<file path="config.mk">
export PLATFORM = sky130hd
export DESIGN_NAME = mixport8
export DESIGN_NICKNAME = d
export VERILOG_FILES = /design/src/rtl/mixport_pkg.sv /design/src/rtl/port_regs.sv /design/src/rtl/port_sync.sv /design/src/rtl/port_pinmux.sv /design/src/rtl/mixport8.sv
export SDC_FILE = /design/constraint.sdc
export NUM_CORES = 1
export LEC_CHECK = 0
export CORE_ASPECT_RATIO = 1.5
export CORE_MARGIN = 2
export CORE_UTILIZATION = 42
export CTS_CLUSTER_SIZE = 12
export DETAILED_ROUTE_END_ITERATION = 8
export PLACE_DENSITY = 0.85
export REMOVE_ABC_BUFFERS = 1
export SETUP_SLACK_MARGIN = 0.15
export SLEW_MARGIN = 40
export SYNTH_ARGS = -nofsm -noshare
export SYNTH_HDL_FRONTEND = slang
export SYNTH_HIERARCHICAL = 1
export SYNTH_SLANG_ARGS = --single-unit
</file>
<file path="constraint.sdc">
create_clock -name clk -period 3.3 [get_ports clk]
set_clock_uncertainty 0.15 [all_clocks]
set_input_delay 0.66 -clock clk [delete_from_list [all_inputs] [get_ports clk]]
set_output_delay 0.66 -clock clk [all_outputs]
set_load 0.05 [all_outputs]
</file>
<file path="src/rtl/mixport_pkg.sv">
// Package: shared constants and types for the eight-pin alternate-function port.
// Assumes a fixed split of four output-only pins and four bidirectional pins.
package mixport_pkg;
    localparam int PINS     = 8;
    localparam int LO_PINS  = 4;
    localparam int HI_PINS  = PINS - LO_PINS;
    localparam int SYNC_LEN = 2;

    // Positions of the alternate functions inside the upper nibble
    localparam int HI_RD   = 0;
    localparam int HI_WR   = 1;
    localparam int HI_WAIT = 2;
    localparam int HI_RFSH = 3;

    typedef enum logic [1:0] {
        RA_DATA = 2'd0,
        RA_DIR  = 2'd1,
        RA_PULL = 2'd2,
        RA_CFG  = 2'd3
    } reg_addr_e;

    // Configuration register, bit 3 down to bit 0
    typedef struct packed {
        logic refresh_en;
        logic wait_en;
        logic strobe_en;
        logic addr_ext;
    } alt_cfg_t;
endpackage

</file>
<file path="src/rtl/port_regs.sv">
// Module: port_regs
// Holds the output latches, the upper-pin direction bits, the pull-up bits
// and the alternate-function configuration. Assumes one write per cycle.
// The upper latch bits have no reset and start undefined.
module port_regs
    import mixport_pkg::*;
(
    input  logic               clk,
    input  logic               rst_n,
    input  logic               we,
    input  logic [1:0]         addr,
    input  logic [PINS-1:0]    wdata,
    output logic [PINS-1:0]    latch_q,
    output logic [HI_PINS-1:0] dir_q,
    output logic [HI_PINS-1:0] pull_q,
    output alt_cfg_t           cfg_q
);
    logic wr_data, wr_dir, wr_pull, wr_cfg;

    // Decode the write target
    always_comb begin
        wr_data = we && (addr == RA_DATA);
        wr_dir  = we && (addr == RA_DIR);
        wr_pull = we && (addr == RA_PULL);
        wr_cfg  = we && (addr == RA_CFG);
    end

    // Lower latch bits: cleared by reset, loaded on data writes
    always_ff @(posedge clk) begin
        if (!rst_n)       latch_q[LO_PINS-1:0] <= '0;
        else if (wr_data) latch_q[LO_PINS-1:0] <= wdata[LO_PINS-1:0];
    end

    // Upper latch bits: no reset, loaded on data writes
    always_ff @(posedge clk) begin
        if (rst_n && wr_data) latch_q[PINS-1:LO_PINS] <= wdata[PINS-1:LO_PINS];
    end

    // Control registers: cleared by reset, loaded on their own writes
    always_ff @(posedge clk) begin
        if (!rst_n) begin
            dir_q  <= '0;
            pull_q <= '0;
            cfg_q  <= '0;
        end else begin
            if (wr_dir)  dir_q  <= wdata[HI_PINS-1:0];
            if (wr_pull) pull_q <= wdata[HI_PINS-1:0];
            if (wr_cfg)  cfg_q  <= alt_cfg_t'(wdata[3:0]);
        end
    end

    // Direction and configuration change only on their own writes
    p_dir_hold_r4: assert property (@(posedge clk) disable iff (!rst_n)
        !(we && addr == RA_DIR) |=> $stable(dir_q));
    p_cfg_hold_r12: assert property (@(posedge clk) disable iff (!rst_n)
        !(we && addr == RA_CFG) |=> $stable(cfg_q));
endmodule

</file>
<file path="src/rtl/port_sync.sv">
// Module: port_sync
// A chain of STAGES flops per bit that brings pad inputs into the clock domain.
// Assumes STAGES >= 2. The flops have no reset, so their contents are
// undefined for the first STAGES cycles.
module port_sync #(
    parameter int W      = 4,
    parameter int STAGES = 2
) (
    input  logic         clk,
    input  logic [W-1:0] din,
    output logic [W-1:0] dout
);
    logic [W-1:0] stg [STAGES];

    // First stage samples the asynchronous pads
    always_ff @(posedge clk) stg[0] <= din;

    // Later stages shift the sample along
    for (genvar s = 1; s < STAGES; s++) begin : g_stage
        always_ff @(posedge clk) stg[s] <= stg[s-1];
    end

    assign dout = stg[STAGES-1];
endmodule

</file>
<file path="src/rtl/port_pinmux.sv">
// Module: port_pinmux
// Chooses, for each pin, between plain-port use and its alternate function.
// Produces pad out, output enable, pull-ups and the wait request.
// Assumes lo_drive is 0 during reset and 1 afterwards.
module port_pinmux
    import mixport_pkg::*;
(
    input  logic               clk,
    input  logic               rst_n,
    input  logic               lo_drive,
    input  logic [PINS-1:0]    latch_q,
    input  logic [HI_PINS-1:0] dir_q,
    input  logic [HI_PINS-1:0] pull_q,
    input  alt_cfg_t           cfg_q,
    input  logic [HI_PINS-1:0] sync_hi,
    input  logic [LO_PINS-1:0] mem_addr_hi,
    input  logic               mem_rd,
    input  logic               mem_wr,
    input  logic               refresh_req,
    output logic [PINS-1:0]    pad_out,
    output logic [PINS-1:0]    pad_oe,
    output logic [HI_PINS-1:0] pad_pullup,
    output logic               wait_req
);
    logic [HI_PINS-1:0] hi_out, hi_oe;

    // Lower nibble: output only, gated by the post-reset drive flag
    always_comb begin
        pad_oe[LO_PINS-1:0]  = {LO_PINS{lo_drive}};
        pad_out[LO_PINS-1:0] = cfg_q.addr_ext ? mem_addr_hi : latch_q[LO_PINS-1:0];
    end

    // Upper nibble: port defaults, overridden by strobe and refresh functions
    always_comb begin
        hi_out = latch_q[PINS-1:LO_PINS];
        hi_oe  = dir_q;
        if (cfg_q.strobe_en) begin
            hi_out[HI_RD] = mem_rd;
            hi_out[HI_WR] = mem_wr;
            hi_oe[HI_RD]  = 1'b1;
            hi_oe[HI_WR]  = 1'b1;
        end
        if (cfg_q.refresh_en) begin
            hi_out[HI_RFSH] = refresh_req;
            hi_oe[HI_RFSH]  = 1'b1;
        end
        pad_out[PINS-1:LO_PINS] = hi_out;
        pad_oe[PINS-1:LO_PINS]  = hi_oe;
    end

    // Pull-ups only on enabled pins that are in input mode
    always_comb pad_pullup = pull_q & ~dir_q;

    // Wait request needs the function enabled and the pin in input mode
    always_comb wait_req = cfg_q.wait_en && !dir_q[HI_WAIT] && sync_hi[HI_WAIT];

    p_pullup_undriven_r6: assert property (@(posedge clk) disable iff (!rst_n)
        (pad_pullup & dir_q) == '0);
    p_strobe_pins_r8: assert property (@(posedge clk) disable iff (!rst_n)
        cfg_q.strobe_en |-> (pad_oe[LO_PINS+HI_RD] && pad_oe[LO_PINS+HI_WR]
                             && pad_out[LO_PINS+HI_RD] == mem_rd
                             && pad_out[LO_PINS+HI_WR] == mem_wr));
    p_wait_undriven_r9: assert property (@(posedge clk) disable iff (!rst_n)
        wait_req |-> !pad_oe[LO_PINS+HI_WAIT]);
    p_refresh_pin_r10: assert property (@(posedge clk) disable iff (!rst_n)
        cfg_q.refresh_en |-> (pad_oe[LO_PINS+HI_RFSH]
                              && pad_out[LO_PINS+HI_RFSH] == refresh_req));
endmodule

</file>
<file path="src/rtl/mixport8.sv">
// Module: mixport8
// Top of the eight-pin port. Joins the register file, the input synchronizer
// and the pin mux, holds the lower-nibble drive flag and forms the read data.
// Assumes the register bus and the pads share clk, and pad_in may be asynchronous.
module mixport8
    import mixport_pkg::*;
(
    input  logic               clk,
    input  logic               rst_n,
    input  logic               reg_we,
    input  logic [1:0]         reg_addr,
    input  logic [PINS-1:0]    reg_wdata,
    output logic [PINS-1:0]    reg_rdata,
    input  logic [LO_PINS-1:0] mem_addr_hi,
    input  logic               mem_rd,
    input  logic               mem_wr,
    input  logic               refresh_req,
    output logic               wait_req,
    input  logic [PINS-1:0]    pad_in,
    output logic [PINS-1:0]    pad_out,
    output logic [PINS-1:0]    pad_oe,
    output logic [HI_PINS-1:0] pad_pullup
);
    logic [PINS-1:0]    latch_q;
    logic [HI_PINS-1:0] dir_q, pull_q, sync_hi;
    alt_cfg_t           cfg_q;
    logic               lo_drive_q;
    logic [HI_PINS-1:0] hi_view;

    port_regs u_regs (
        .clk     (clk),
        .rst_n   (rst_n),
        .we      (reg_we),
        .addr    (reg_addr),
        .wdata   (reg_wdata),
        .latch_q (latch_q),
        .dir_q   (dir_q),
        .pull_q  (pull_q),
        .cfg_q   (cfg_q)
    );

    port_sync #(.W(HI_PINS), .STAGES(SYNC_LEN)) u_sync (
        .clk  (clk),
        .din  (pad_in[PINS-1:LO_PINS]),
        .dout (sync_hi)
    );

    // Lower pins stay undriven during reset and drive after release
    always_ff @(posedge clk) begin
        if (!rst_n) lo_drive_q <= 1'b0;
        else        lo_drive_q <= 1'b1;
    end

    port_pinmux u_mux (
        .clk         (clk),
        .rst_n       (rst_n),
        .lo_drive    (lo_drive_q),
        .latch_q     (latch_q),
        .dir_q       (dir_q),
        .pull_q      (pull_q),
        .cfg_q       (cfg_q),
        .sync_hi     (sync_hi),
        .mem_addr_hi (mem_addr_hi),
        .mem_rd      (mem_rd),
        .mem_wr      (mem_wr),
        .refresh_req (refresh_req),
        .pad_out     (pad_out),
        .pad_oe      (pad_oe),
        .pad_pullup  (pad_pullup),
        .wait_req    (wait_req)
    );

    // Upper read view: latch for outputs, synchronized pad for inputs
    always_comb begin
        for (int k = 0; k < HI_PINS; k++)
            hi_view[k] = dir_q[k] ? latch_q[LO_PINS+k] : sync_hi[k];
    end

    // Read multiplexer
    always_comb begin
        case (reg_addr_e'(reg_addr))
            RA_DATA: reg_rdata = {hi_view, latch_q[LO_PINS-1:0]};
            RA_DIR:  reg_rdata = {{LO_PINS{1'b0}}, dir_q};
            RA_PULL: reg_rdata = {{LO_PINS{1'b0}}, pull_q};
            default: reg_rdata = {{LO_PINS{1'b0}}, cfg_q};
        endcase
    end

    p_lo_hiz_reset_r1: assert property (@(posedge clk)
        !rst_n |=> pad_oe == '0);
    p_lo_drive_r2: assert property (@(posedge clk) disable iff (!rst_n)
        rst_n |=> pad_oe[LO_PINS-1:0] == '1);
endmodule

</file>
==> metrics.txt <==
VDD IR max between 300 and 400 µV; Clock Path Buffers 2; status finished, final reports clean; CP max FO 1; postcts setup bufs 0; post-CTS sizing 0; Post-Syn Area 1289 µm²; Max Cap Viol 0; PD cells ~440 nW/µm²; routed vias/inst about 5.1; leak pwr around 0.77 nW; full die area ~3500 µm²; CTS Hold Bufs 0; initial core utilization 0.4424; # diodes 0; largest net degree at the start of global routing 15; Power Total between 0.8 and 0.9 mW; DRT iter0 DRCs 25; unique cell type count in the Yosys netlist 21; Worst R2R Setup Slack about 2.4 ns; global-route wire length before repair ~5200 µm; commonest non-fill, non-tap cell in the layout clkdlybuf4s50_1; aggregate global-route resource usage 0.2034; fin crit share 0.8841; drt first pass iters 4; total grt overflow 0; cell depth of the worst flop-to-flop path 2; Worst Setup Start Kind input pin; io pins 57; min Tclk post-route 2.918 ns; vias in the first global route about 1,100; Placement Setup Slack 0.3811 ns; switching share of power 0.2866; initial antenna violation count 0; # DRC 0; max_slew headroom 0.6550; final setup violation count 0; detailed-route via count roughly 1,000; root buffer selected by CTS clkbuf_8; GPL Wtd Cong a little over 0.7; worst setup path start mem_addr_hi[3]; DP Wirelength approximately 2300 µm; Die X between 40 and 50 µm; Storage cell area approximately 620 µm²; IO buf count 52; Worst setup EP type output pin; worst reg2reg endpoint u_regs/dir_q[2]; WL per Instance between 15 and 20 µm; Crit Reg-Reg Startpoint u_regs/dir_q[2]; Setup crit end pad_out[3]; sw power between 0.2 and 0.25 mW; CTS HTree Levels 2; syn_area_per_cell between 10 and 15 µm²; CP arrival around 2.1 ns; CTS tree done; #FFs+latches synth 29; largest cells by area after synthesis dfxtp_1 (39%), mux2i_1 (16%), edfxtp_1 (9.3%); Hold Path Class flip-flop to flip-flop; Num CTS Buffers 5; worst stage delay on the critical path between 0.7 and 0.8 ns; Clock power frac 0.336; clk slew on worst S/H paths approximately 0.060 ns; FILL cells approximately 240; Clock Sinks 29; register area share after synthesis 0.4816; nets@finish about 190; worst-margin pin slew just over 0.5 ns; Sequential Power Share 0.460; num rows 24; Worst path slowest cell clkdlybuf4s50_1; worst path cell trace clkdlybuf4s50_1 > mux2_1 > clkdlybuf4s50_1; CP required about 2.5 ns; Antenna Nets Post-Route 0; final hold vios 0; share of cells above drive strength 1 0.1615; die span in y 71.84 µm; Yosys top cell area share 0.3883; Cell Int Power around 0.59 mW; Final WS setup around 0.38 ns; area grow syn2layout 46.60%; Placed Cells roughly 190; Non-Filler Instances 200; Logic pwr share 0.204; total core area 2913 µm²; clock latency on the worst-skew pair about 0.28 ns; most used cell, CP clkdlybuf4s50_1; final WL just over 3000 µm; f_max between 300 and 400 MHz; dominant cell type by area after synthesis dfxtp_1; commonest cells after routing, fill and taps aside clkdlybuf4s50_1 (44), dfxtp_1 (25), mux2i_1 (20), nand2_1 (20), buf_4 (8); Post-Route Setup TNS 0 ns; Final Max Tran Viols 0; unrepaired setup endpoints after global routing no; number of synthesis warnings 6; footprint of the multi-input gates between 500 and 600 µm²; worst setup path class input pin to output pin; cell count after synthesis ~110
-- routing by layer --
metal  GRT usage  vias to the layer above  routed length (µm)
met3     0.07292                       16                 214
li1            -                      471                   -
met4      0.1365                        0                 135
met2      0.3574                       49                1694
met1      0.1959                      484                1067
met5           0                        -                   0
-- worst max-delay path: cells and delay by family --
kind | cells | cell delay, ns
buf+inv | 2 | 1.13
mux | 1 | 0.32
-- registers in the layout (all words and copies together), names as in the netlist --
name            count
u_regs/latch_q      8
u_sync/stg          8
u_regs/cfg_q        4
u_regs/dir_q        4
u_regs/pull_q       4
lo_drive_q          1
-- stage by stage --
stage                 util  hold WS, ns  area (µm²)
finish              0.6486       0.1774        1889
global route        0.6486       0.1876        1889
CTS                 0.6486       0.1813        1889
detailed placement  0.6203       0.1674        1807
global placement    0.6203       0.1625        1807
floorplan                -       0.1596        1177
-- synthesized netlist by cell type --
| cell | count |
|---|---|
| or2_2 | 1 |
| buf_4 | 10 |
| nand3b_1 | 1 |
| mux4_2 | 4 |
| and3b_1 | 2 |
| nor2b_1 | 4 |
| nand2_1 | 20 |
| clkbuf_2 | 1 |
| mux2_2 | 1 |
| nor3_1 | 4 |
| nand3_1 | 1 |
| mux2i_1 | 20 |
| buf_2 | 1 |
| edfxtp_1 | 4 |
| mux2_1 | 6 |
| nor3b_2 | 1 |
| and2_1 | 1 |
| or2_1 | 2 |
| clkbuf_1 | 1 |
| buf_6 | 2 |
| dfxtp_1 | 25 |
-- layout make-up --
type,instances,area share
well taps,39,0.02583
flip-flops and latches,29,0.3285
repair buffers,56,0.3073
clock inverters,2,0.005298
clock buffers,6,0.03841
multi-input cells,68,0.2947
-- kinds of logic (layout without fill, tap and decap cells) --
logic type,count (synthesis),in the layout,synth area share
and+or+nand+nor,37,37,0.1456
muxes,31,31,0.2864
DFF,29,29,0.4816
buffers and inverters,15,64,0.08639
-- power by group through the flow --
stage	Sequential (mW)	Clock, mW	Combinational, mW
4_1_cts	0.382	0.286	0.171
6_report	0.382	0.280	0.170
3_5_place_dp	0.390	0	0.170
3_3_place_gp	0.389	0	0.166
5_1_grt	0.384	0.298	0.178
2_1_floorplan	0.399	0	0.0774
-- worst min path at each step --
stage | from | end | slack, ns | cells after the start
floorplan | u_sync/stg[0][0] | u_sync/stg[0][4] | 0.16 | 0
CTS | u_sync/stg[0][0] | u_sync/stg[0][4] | 0.18 | 0
global route | u_sync/stg[0][3] | u_sync/stg[0][7] | 0.19 | 0
detailed placement | u_sync/stg[0][0] | u_sync/stg[0][4] | 0.17 | 0
global placement | u_sync/stg[0][2] | u_sync/stg[0][6] | 0.16 | 0
finish | u_sync/stg[0][0] | u_sync/stg[0][4] | 0.18 | 0
Power figures use the tool's default switching activity.
